## src/rtl/bcs_pkg.sv

```systemverilog
package bcs_pkg;
  typedef enum logic [2:0] {
    PH_IDLE = 3'd0,
    PH_CK1  = 3'd1,
    PH_CK2  = 3'd2,
    PH_CK3  = 3'd3,
    PH_CK4  = 3'd4
  } phase_e;

  typedef enum logic [1:0] {
    TERM_ACK   = 2'b00,
    TERM_BERR  = 2'b01,
    TERM_MPROT = 2'b10
  } term_e;

  localparam logic [1:0] LEN_2CLK = 2'd0;
  localparam logic [1:0] LEN_3CLK = 2'd1;
endpackage

```

## src/rtl/bcs_term_arb.sv

```systemverilog
module bcs_term_arb
  import bcs_pkg::*;
(
  input  logic  ack_ni,
  input  logic  berr_i,
  input  logic  mprot_i,
  output logic  hit_o,
  output term_e code_o
);
  // fixed priority: bus error, then protect, then acknowledge
  always_comb begin
    hit_o  = berr_i | mprot_i | ~ack_ni;
    if (berr_i)       code_o = TERM_BERR;
    else if (mprot_i) code_o = TERM_MPROT;
    else              code_o = TERM_ACK;
  end
endmodule

```

## src/rtl/bcs_instr_reg.sv

```systemverilog
module bcs_instr_reg #(
  parameter int ADDR_W = 20,
  parameter int LEN_W  = 2
) (
  input  logic              clk_i,
  input  logic              rst_ni,
  input  logic              load_i,
  input  logic [LEN_W-1:0]  len_i,
  input  logic              op_i,
  input  logic              st_i,
  input  logic [ADDR_W-1:0] acc_i,
  output logic [LEN_W-1:0]  len_o,
  output logic              op_o,
  output logic              st_o,
  output logic [ADDR_W-1:0] addr_o
);
  always_ff @(posedge clk_i or negedge rst_ni) begin
    if (!rst_ni) begin
      len_o  <= '0;
      op_o   <= 1'b0;
      st_o   <= 1'b0;
      addr_o <= '0;
    end else if (load_i) begin
      len_o  <= len_i;
      op_o   <= op_i;
      st_o   <= st_i;
      addr_o <= acc_i;
    end
  end
endmodule

```

## src/rtl/bcs_phase_ctrl.sv

```systemverilog
module bcs_phase_ctrl
  import bcs_pkg::*;
#(
  parameter int LEN_W  = 2,
  parameter int NUM_PH = 4
) (
  input  logic              clk_i,
  input  logic              rst_ni,
  input  logic              start_i,
  input  logic [LEN_W-1:0]  len_i,
  input  logic              access_i,
  input  logic              hit_i,
  input  term_e             code_i,
  output logic              load_o,
  output logic [NUM_PH-1:0] phase_o,
  output logic              done_o,
  output term_e             term_o
);
  phase_e state_q, state_d;
  logic   fin;

  always_comb begin
    state_d = state_q;
    load_o  = 1'b0;
    fin     = 1'b0;
    unique case (state_q)
      PH_IDLE: if (start_i) begin
        load_o  = 1'b1;
        state_d = PH_CK1;
      end
      PH_CK1:  state_d = (len_i == LEN_2CLK) ? PH_CK4 : PH_CK2;
      PH_CK2:  state_d = (len_i == LEN_3CLK) ? PH_CK4 : PH_CK3;
      PH_CK3:  state_d = PH_CK4;
      PH_CK4:  if (!access_i || hit_i) begin
        fin     = 1'b1;
        state_d = PH_IDLE;
      end
      default: state_d = PH_IDLE;
    endcase
  end

  always_ff @(posedge clk_i or negedge rst_ni) begin
    if (!rst_ni) begin
      state_q <= PH_IDLE;
      done_o  <= 1'b0;
      term_o  <= TERM_ACK;
    end else begin
      state_q <= state_d;
      done_o  <= fin;
      if (fin) term_o <= access_i ? code_i : TERM_ACK;
    end
  end

  for (genvar g = 0; g < NUM_PH; g++) begin : g_phase
    assign phase_o[g] = (state_q == phase_e'(3'(g + 1)));
  end
endmodule

```

## src/rtl/bus_cycle_seq.sv

```systemverilog
module bus_cycle_seq
  import bcs_pkg::*;
#(
  parameter int ADDR_W = 20,
  parameter int LEN_W  = 2,
  parameter int NUM_PH = 4
) (
  input  logic              clk_i,
  input  logic              rst_ni,
  input  logic              start_i,
  input  logic [LEN_W-1:0]  len_i,
  input  logic              op_i,
  input  logic              st_i,
  input  logic [ADDR_W-1:0] acc_i,
  input  logic              ack_ni,
  input  logic              berr_i,
  input  logic              mprot_i,
  output logic [NUM_PH-1:0] phase_o,
  output logic              busy_o,
  output logic              ds_o,
  output logic              iwe_o,
  output logic [ADDR_W-1:0] iaddr_o,
  output logic [1:0]        term_o,
  output logic              done_o
);
  localparam int LAST = NUM_PH - 1;

  logic             load;
  logic [LEN_W-1:0] len_q;
  logic             op_q, st_q, access;
  logic             hit;
  term_e            code, term_q;

  bcs_instr_reg #(.ADDR_W(ADDR_W), .LEN_W(LEN_W)) u_instr (
    .clk_i  (clk_i),
    .rst_ni (rst_ni),
    .load_i (load),
    .len_i  (len_i),
    .op_i   (op_i),
    .st_i   (st_i),
    .acc_i  (acc_i),
    .len_o  (len_q),
    .op_o   (op_q),
    .st_o   (st_q),
    .addr_o (iaddr_o)
  );

  bcs_term_arb u_arb (
    .ack_ni  (ack_ni),
    .berr_i  (berr_i),
    .mprot_i (mprot_i),
    .hit_o   (hit),
    .code_o  (code)
  );

  assign access = op_q | st_q;

  bcs_phase_ctrl #(.LEN_W(LEN_W), .NUM_PH(NUM_PH)) u_ctrl (
    .clk_i    (clk_i),
    .rst_ni   (rst_ni),
    .start_i  (start_i),
    .len_i    (len_q),
    .access_i (access),
    .hit_i    (hit),
    .code_i   (code),
    .load_o   (load),
    .phase_o  (phase_o),
    .done_o   (done_o),
    .term_o   (term_q)
  );

  assign term_o = term_q;
  assign busy_o = |phase_o;
  assign ds_o   = phase_o[LAST] & op_q;
  assign iwe_o  = phase_o[LAST] & st_q;

  assert_start_ck1_R2: assert property (@(posedge clk_i) disable iff (!rst_ni)
    (!busy_o && start_i) |=> (phase_o == NUM_PH'(1) && iaddr_o == $past(acc_i)));

  assert_phase_onehot_R3: assert property (@(posedge clk_i) disable iff (!rst_ni)
    $onehot0(phase_o));

  assert_short_order_R3: assert property (@(posedge clk_i) disable iff (!rst_ni)
    (phase_o[0] && len_q == LEN_2CLK) |=> phase_o[LAST]);

  assert_ck4_wait_R6: assert property (@(posedge clk_i) disable iff (!rst_ni)
    (phase_o[LAST] && access && ack_ni && !berr_i && !mprot_i)
      |=> (phase_o[LAST] && busy_o && $stable(ds_o) && $stable(iwe_o)));

  assert_ck4_end_R7: assert property (@(posedge clk_i) disable iff (!rst_ni)
    (phase_o[LAST] && (!access || !ack_ni || berr_i || mprot_i)) |=> (!busy_o && done_o));

  assert_done_pulse_R7: assert property (@(posedge clk_i) disable iff (!rst_ni)
    done_o |=> !done_o);

  assert_berr_wins_R8: assert property (@(posedge clk_i) disable iff (!rst_ni)
    (phase_o[LAST] && access && berr_i) |=> (term_o == 2'b01));

  assert_mprot_over_ack_R8: assert property (@(posedge clk_i) disable iff (!rst_ni)
    (phase_o[LAST] && access && !berr_i && mprot_i) |=> (term_o == 2'b10));

  assert_start_ignored_R9: assert property (@(posedge clk_i) disable iff (!rst_ni)
    (busy_o && !phase_o[LAST] && start_i) |=> (busy_o && $stable(iaddr_o)));
endmodule

```

## config.mk

```make
export PLATFORM = sky130hd
export DESIGN_NAME = bus_cycle_seq
export DESIGN_NICKNAME = d
export VERILOG_FILES = /design/src/rtl/bcs_pkg.sv /design/src/rtl/bcs_term_arb.sv /design/src/rtl/bcs_instr_reg.sv /design/src/rtl/bcs_phase_ctrl.sv /design/src/rtl/bus_cycle_seq.sv
export SDC_FILE = /design/constraint.sdc
export NUM_CORES = 1
export LEC_CHECK = 0
export CORE_MARGIN = 1.5
export CORE_UTILIZATION = 50
export CTS_BUF_LIST = sky130_fd_sc_hd__clkbuf_8 sky130_fd_sc_hd__clkbuf_16
export CTS_CLUSTER_DIAMETER = 50
export DETAILED_ROUTE_END_ITERATION = 8
export DONT_BUFFER_PORTS = 1
export GPL_ROUTABILITY_DRIVEN = 0
export PLACE_DENSITY = 0.74
export SYNTH_ARGS = -nofsm -noshare
export SYNTH_HDL_FRONTEND = slang
export SYNTH_SLANG_ARGS = --single-unit
```

## constraint.sdc

```tcl
create_clock -name clk_i -period 2.08 [get_ports clk_i]
set_clock_uncertainty 0.1 [all_clocks]
set_input_delay 0.312 -clock clk_i [delete_from_list [all_inputs] [get_ports clk_i]]
set_output_delay 0.312 -clock clk_i [all_outputs]
set_load 0.02 [all_outputs]
```

== Word-level counts from Yosys, hierarchy flattened ==
Cells that the tools add are included.
Cells by class
  multiplexer cells: 12
  equal/unequal tests: 7
  reduce and logical (&&, ||, !) cells: 6
  bitwise logic cells: 6
Operators by type and width (number)
  $pmux 3 s5: 1
  $mux 3: 4
  $eq 3x2->1 const B: 2
  $mux 2: 3
  $mux 1: 4
  $reduce_or 4->1: 1
  $eq 3x1->1 const B: 1
  $eq 3x3->1 const B: 1
  $logic_not 3->1: 1
  $or 1x1->1: 3
  $and 1x1->1: 2
  $eq 2x1->1 const B: 1
  $logic_not 2->1: 1
  $ne 2x1->1 const B: 1
  $ne 2x2->1 const B: 1
  $reduce_and 2->1: 1
  $logic_not 1->1: 1
  $logic_or 1x1->1: 1
  $not 1->1: 1
Storage, ports and cells
  register bits: 30
  bits of input ports: 30
  word-level logic and storage cells: 38
  output and inout bits: 30

== Longest topological paths before layout ==
Gate-level depths: netlist (run 1).
  depth after elaboration: 5
  depth in mapped cells: 4
  gate-level depth less buffers: 3

== Cells and area by module ==
From an unflattened synthesis (run 1), not the netlist that was laid out.
Second synthesis, totals
  cells, all modules: 91
  area, all modules: 1382.6 um^2
Modules (own cells, without submodules)
  bcs_instr_reg: times used 1, seq. area each 600.6 um^2, cells an instance 51, area each 997.2 um^2
  bcs_phase_ctrl: times used 1, seq. area each 150.1 um^2, cells an instance 33, area each 334.1 um^2
  bus_cycle_seq: times used 1, seq. area each 0.0 um^2, cells an instance 4, area each 28.8 um^2
  bcs_term_arb: times used 1, seq. area each 0.0 um^2, cells an instance 3, area each 22.5 um^2

== Worst setup path before layout (run 1) ==
No wires, ideal clock.
  kind: reg-to-output
  start point: register u_ctrl.state_q[1]
  end point: output ds_o
  path buffers: 1
  stages on the path, launching flop included: 4
  arrival time: 1328 ps
  required time: 1668 ps
  path slack: 340 ps
  cells stage by stage: dfrtp_1 > buf_4 > nor3b_2 > and2_1
On the way
  word-level cells in the longest chain between the ends: 2
RTL lines
  start, declared: RTL line bcs_phase_ctrl.sv:19  | phase_e state_q, state_d;
  start signal, assigned: RTL line bcs_phase_ctrl.sv:48  | state_q <= state_d;
  $eq 3x3->1: RTL line bcs_phase_ctrl.sv:55  | assign phase_o[g] = (state_q == phase_e'(3'(g + 1)));
  via phase_o[3]: RTL line bus_cycle_seq.sv:18  | output logic [NUM_PH-1:0] phase_o,
  $and 1x1->1: RTL line bus_cycle_seq.sv:74  | assign ds_o = phase_o[LAST] & op_q;
  end, declared: RTL line bus_cycle_seq.sv:20  | output logic ds_o,
The timed path passes the listed nets, and every way through them passes these cells.

== Worst setup path in the final report (run 1) ==
  start point: register u_ctrl.state_q[2]
  end point: output ds_o
On the way
  word-level cells in the longest chain between the ends: 2
RTL lines (RTL line)
  $eq 3x3->1: bcs_phase_ctrl.sv:55
  $and 1x1->1: bus_cycle_seq.sv:74
Every way passes these cells.

==> results.sh, run 1 <==
export IMPL_leakage_nw=0.628
export IMPL_hold_path_endpoint="u_instr.addr_o[14]"
export IMPL_antennaDiodeCount=0
export IMPL_pwr_density_cell_mw_per_mm2=1800
export IMPL_most_common_library_cell_in_the_layout_ignoring_fill_and_taps="sky130_fd_sc_hd__dfrtp_1"
export IMPL_hold_path_class="primary input to flop"
export IMPL_cts_made_buffers=5
export IMPL_initial_antenna_violation_count=0
export IMPL_worst_slew_pin_slew_ps=466
export IMPL_port_buffers=0
export IMPL_fp_dieArea_mm2=0.00283
export IMPL_slew_viol_final=0
export IMPL_peak_supply_drop_v=0.000911
export IMPL_synth_seq_area_share=0.596
export IMPL_first_global_vias=715
export IMPL_postLayoutSetupSlackWorst_ps=183
export IMPL_detail_route_drc_violations=0
export IMPL_reg2reg_to="u_instr.addr_o[18]"
export IMPL_fp_dieW_um=53.2
export IMPL_worstSetupPathType="flop to output port"
export IMPL_synthCells=88
export IMPL_start_util=0.518
export IMPL_final_hold_violation_count=0
export IMPL_worst_setup_path_start_kind="flop"
export IMPL_final_util=0.587
export IMPL_cpPeakStageDelay_ps=500
export IMPL_cts_htree_levels=2
export IMPL_drt_iter0_drc=8
export IMPL_fin_tns_setup_ps=0
export IMPL_cts_repair_resized=0
export IMPL_critical_path_buf_inv_count=0
export IMPL_most_frequent_cells_in_the_layout="sky130_fd_sc_hd__dfrtp_1 (30), sky130_fd_sc_hd__mux2_2 (23), sky130_fd_sc_hd__clkbuf_8 (8), sky130_fd_sc_hd__nor2_1 (5), sky130_fd_sc_hd__buf_4 (4)"
export IMPL_timing_hold_worst_start="acc_i[14]"
export IMPL_area_growth_synth_to_final_pct=13.3
export IMPL_grt_start_max_net_pins=31
export IMPL_r2r_setup_slack_ps=370
export IMPL_cp_data_required_time_ps=1670
export IMPL_fmax_mhz=527
export IMPL_crit_chain="nor3b_2 > and2_1"
export IMPL_number_of_top_level_design_ports=60
export IMPL_p_total_mw=2.57
export IMPL_end_kind="output port"
export IMPL_post_cts_hold_buffer_count=2
export IMPL_number_of_distinct_standard_cells_referenced_by_the_synthesized_netlist=25
export IMPL_rr_worst_depth=3
export IMPL_clkLatencyLatePin_ps=280
export IMPL_detail_route_vias_per_cell=5.75
export IMPL_area_sequential_um2=751
export IMPL_cts_reportedPaths_clkPinSlew_ps=60
export IMPL_cell_with_the_largest_stage_delay_on_the_worst_path="sky130_fd_sc_hd__dfrtp_1"
export IMPL_detail_route_antenna_nets=0
export IMPL_final_min_clock_period_ps=1900
export IMPL_cts_post_setup_buffers_inserted=0
export IMPL_cp_data_arrival_time_ps=1490
export IMPL_ctsLongestPathBuffers=2
export IMPL_layout_nets=126
export IMPL_grt_setup_unrepaired="false"
export IMPL_drt_wirelength_per_cell_um=17.2
export IMPL_num_vias=730
export IMPL_critical_path_top_delay_family="simple AND/OR/NAND/NOR gates"
export IMPL_layout_drive_gt1_share=0.392
export IMPL_syn_area_per_cell_um2=14.3
export IMPL_post_place_ws_ps=385
export IMPL_timing_final_crit_share=0.912
export IMPL_reg2reg_from="u_ctrl.state_q[1]"
export IMPL_drt_total_wl_um=2190
export IMPL_grtUsageTotal=0.174
export IMPL_drt_pre_antenna_iters=4
export IMPL_yosysWarningCount=0
export IMPL_grt_pass1_wl_um=3260
export IMPL_hpwlAfterDp_um=1550
export IMPL_tritoncts_num_sinks=30
export IMPL_yosys_register_bits=30
export IMPL_setup_viol=0
export IMPL_grt_remaining_overflow=0
export IMPL_die_height_um=53.2
export IMPL_ctsRootBufferMaster="sky130_fd_sc_hd__clkbuf_8"
export IMPL_post_synth_instance_area_mm2=0.00126
export IMPL_fillCellCount=211
export IMPL_worst_hold_path_num_cells=1
export IMPL_tritoncts="done"
export IMPL_core_area_mm2=0.00243
export IMPL_multi_input_area_um2=462
export IMPL_maxSlewHeadroom=0.687
export IMPL_synth_fp_nets=118
export IMPL_rows=18
export IMPL_critical_path_max_fanout=7
export IMPL_status="completed"
export IMPL_timing_max_cap_violations=0
synthesized netlist by cell type:
master                      n  area share
sky130_fd_sc_hd__mux2_2    23        0.21
sky130_fd_sc_hd__inv_1      2      0.0060
sky130_fd_sc_hd__nand2b_1   1      0.0050
sky130_fd_sc_hd__o21bai_1   1      0.0060
sky130_fd_sc_hd__and2_1     2      0.0099
sky130_fd_sc_hd__nor4b_4    1       0.019
sky130_fd_sc_hd__nor3b_2    1      0.0099
sky130_fd_sc_hd__nand2_1    1      0.0030
sky130_fd_sc_hd__xnor2_1    1      0.0070
sky130_fd_sc_hd__buf_6      2       0.018
sky130_fd_sc_hd__o31a_1     1      0.0070
sky130_fd_sc_hd__mux2_1     1      0.0089
sky130_fd_sc_hd__nor3b_1    2       0.012
sky130_fd_sc_hd__a32o_1     1      0.0079
sky130_fd_sc_hd__nor3_1     3       0.012
sky130_fd_sc_hd__buf_2      2      0.0079
sky130_fd_sc_hd__o21ai_0    2      0.0079
sky130_fd_sc_hd__a21oi_1    1      0.0040
sky130_fd_sc_hd__mux2i_1    1      0.0079
sky130_fd_sc_hd__a21o_1     1      0.0060
sky130_fd_sc_hd__nor2_1     5       0.015
sky130_fd_sc_hd__dfrtp_1   30        0.60
sky130_fd_sc_hd__nand3b_1   1      0.0060
sky130_fd_sc_hd__buf_4      1      0.0060
sky130_fd_sc_hd__a211o_1    1      0.0070
cell families after synthesis:
group	after synthesis	synth area share
AO/OA/AOI/OAI	8	0.0457
flip-flops	30	0.596
buffers and inverters	7	0.0377
AND/OR/NAND/NOR	17	0.0914
XOR/XNOR	1	0.00695
multiplexers	25	0.222
through the flow:
stage | hold WS (ps) | area, um^2 | std cells
floorplan | -83.6 | 1260 | 88
global placement | -83.1 | 1290 | 117
detailed placement | -83.2 | 1290 | 117
CTS | 65.7 | 1430 | 127
global route | 57.5 | 1430 | 127
finish | 72.2 | 1430 | 127
worst max path at each step:
stage,from,end,slack [ps],depth (start not counted)
floorplan,u_ctrl.state_q[1],ds_o,340,3
global placement,u_ctrl.state_q[1],u_instr.addr_o[6],430,3
detailed placement,u_ctrl.state_q[1],u_instr.addr_o[18],380,3
CTS,u_ctrl.state_q[2],ds_o,170,2
global route,u_ctrl.state_q[2],iwe_o,120,2
finish,u_ctrl.state_q[2],ds_o,180,2
state kept, by name, indices dropped and copies added (netlist names):
signal / count
u_ctrl.done_o: 1
u_ctrl.state_q: 3
u_ctrl.term_o: 2
u_instr.addr_o: 20
u_instr.len_o: 2
u_instr.op_o: 1
u_instr.st_o: 1
metal layers:
layer,track usage,vias to the layer above,share of wire
met1,0.163,377,0.34
li1,-,322,-
met3,0.105,2,0.091
met4,0.0983,0,0.0046
met2,0.288,29,0.56
met5,0,-,0
cell type report:
type                    count  area share
flip-flops and latches     30       0.526
multi-input cells          51       0.323
clock buffers               8      0.0771
repair buffers              6      0.0421
well taps                  30      0.0263
inverters                   2     0.00526
report_power, final:
group          switching, mW  leakage (nW)  internal, mW
logic                  0.283         0.210         0.372
registers              0.512         0.360         0.869
clock network          0.205        0.0575         0.333
Power figures use the tool's default switching activity.
==> run 2, diff against run 1 <==
--- a/constraint.sdc
+++ b/constraint.sdc
@@ -3,3 +3,3 @@
 set_input_delay 0.312 -clock clk_i [delete_from_list [all_inputs] [get_ports clk_i]]
 set_output_delay 0.312 -clock clk_i [all_outputs]
-set_load 0.02 [all_outputs]
+set_load 0.1 [all_outputs]
==> results.sh, run 2 (synthesis results as in run 1) <==
export IMPL_clkLatencyLatePin_ps=270
export IMPL_cts_reportedPaths_clkPinSlew_ps=60
export IMPL_core_area_mm2=0.00243
export IMPL_cell_with_the_largest_stage_delay_on_the_worst_path="sky130_fd_sc_hd__dfrtp_1"
export IMPL_cp_data_arrival_time_ps=1560
export IMPL_maxSlewHeadroom=0.397
export IMPL_initial_antenna_violation_count=0
export IMPL_number_of_top_level_design_ports=60
export IMPL_grt_setup_unrepaired="false"
export IMPL_area_growth_synth_to_final_pct=21.3
export IMPL_ctsRootBufferMaster="sky130_fd_sc_hd__clkbuf_8"
export IMPL_layout_nets=133
export IMPL_setup_viol=0
export IMPL_end_kind="output port"
export IMPL_worst_slew_pin_slew_ps=904
export IMPL_grtUsageTotal=0.172
export IMPL_final_hold_violation_count=0
export IMPL_fp_dieArea_mm2=0.00283
export IMPL_detail_route_drc_violations=0
export IMPL_fmax_mhz=507
export IMPL_fin_tns_setup_ps=0
export IMPL_worstSetupPathType="flop to output port"
export IMPL_drt_iter0_drc=3
export IMPL_timing_final_crit_share=0.948
export IMPL_grt_pass1_wl_um=3280
export IMPL_num_vias=720
export IMPL_crit_chain="nor3b_4 > and2_4 > buf_12"
export IMPL_drt_total_wl_um=2090
export IMPL_tritoncts="done"
export IMPL_worst_setup_path_start_kind="flop"
export IMPL_port_buffers=0
export IMPL_largest_register="u_instr.addr_o"
export IMPL_fp_dieW_um=53.2
export IMPL_timing_max_cap_violations=0
export IMPL_slew_viol_final=0
export IMPL_drt_pre_antenna_iters=4
export IMPL_tritoncts_num_sinks=30
export IMPL_most_frequent_cells_in_the_layout="sky130_fd_sc_hd__dfrtp_1 (30), sky130_fd_sc_hd__mux2_2 (23), sky130_fd_sc_hd__buf_4 (8), sky130_fd_sc_hd__clkbuf_8 (5)"
export IMPL_grt_remaining_overflow=0
export IMPL_detail_route_antenna_nets=0
export IMPL_largest_register_ff_count=20
export IMPL_start_util=0.518
export IMPL_die_height_um=53.2
export IMPL_post_cts_hold_buffer_count=2
export IMPL_critical_path_buf_inv_count=1
export IMPL_cts_made_buffers=5
export IMPL_ctsLongestPathBuffers=2
export IMPL_first_global_vias=736
export IMPL_final_min_clock_period_ps=1970
export IMPL_top_regs="u_instr.addr_o: 20 flops, u_ctrl.state_q: 3 flops"
export IMPL_fillCellCount=184
export IMPL_cts_htree_levels=2
export IMPL_postLayoutSetupSlackWorst_ps=108
export IMPL_cts_post_setup_buffers_inserted=0
export IMPL_hold_path_class="primary input to flop"
export IMPL_detail_route_vias_per_cell=5.41
export IMPL_layout_drive_gt1_share=0.466
export IMPL_grt_start_max_net_pins=31
export IMPL_cpPeakStageDelay_ps=500
export IMPL_most_common_library_cell_in_the_layout_ignoring_fill_and_taps="sky130_fd_sc_hd__dfrtp_1"
export IMPL_drt_wirelength_per_cell_um=15.7
export IMPL_cp_data_required_time_ps=1670
export IMPL_post_place_ws_ps=407
export IMPL_cts_repair_resized=0
export IMPL_antennaDiodeCount=0
export IMPL_hpwlAfterDp_um=1540
export IMPL_critical_path_top_delay_family="simple AND/OR/NAND/NOR gates"
export IMPL_status="completed"
export IMPL_critical_path_max_fanout=8
export IMPL_worst_hold_slack_ps=71.3
export IMPL_rows=18
-- run 2: changes by cell type in the layout (fill, tap and decap cells not counted), sizes merged --
cell and change:
inv +2, buf +7, clkbuf -3
-- run 2: layer usage --
layer	part of all wire	vias to the layer above	wire, um	global-route usage
met5	0	-	0	0
met4	0.018	0	37	0.0897
met3	0.096	4	200	0.0734
met2	0.53	31	1100	0.280
met1	0.36	348	751	0.190
li1	-	337	-	-
-- run 2: final cells by class --
class,count,area [um^2],share of cell area
tap,30,37.5,0.0246
clock inverter,2,7.51,0.00491
clock buffer,5,68.8,0.0450
sequential,30,751,0.491
timing repair buffer,13,150,0.0983
multi-input combinational,51,505,0.331
inverter,2,7.51,0.00491
-- run 2: metrics by stage --
stage | utilization | instance area, um^2 | cells
after floorplan | - | 1300 | 88
after global placement | 0.584 | 1420 | 124
after detailed placement | 0.584 | 1420 | 124
after CTS | 0.628 | 1530 | 133
after global routing | 0.628 | 1530 | 133
final | 0.628 | 1530 | 133
-- run 2: path summary, 6_finish.rpt --
path	from	to	slack, ps	cells past startpoint
min in group asynchronous	rst_ni	u_instr.len_o[1]	360	2
worst max-delay path	u_ctrl.state_q[0]	iwe_o	110	3
worst min register to register	u_instr.op_o	u_instr.op_o	460	1
worst max register to register	u_ctrl.state_q[1]	u_instr.addr_o[9]	410	3
max in group asynchronous	rst_ni	u_instr.addr_o[17]	1360	2
worst min-delay path	acc_i[14]	u_instr.addr_o[14]	70	1
Power of run 2 is left out: the tool's default activity adds up to more than one toggle a clock period on the data nets, which glitch-free logic cannot reach.
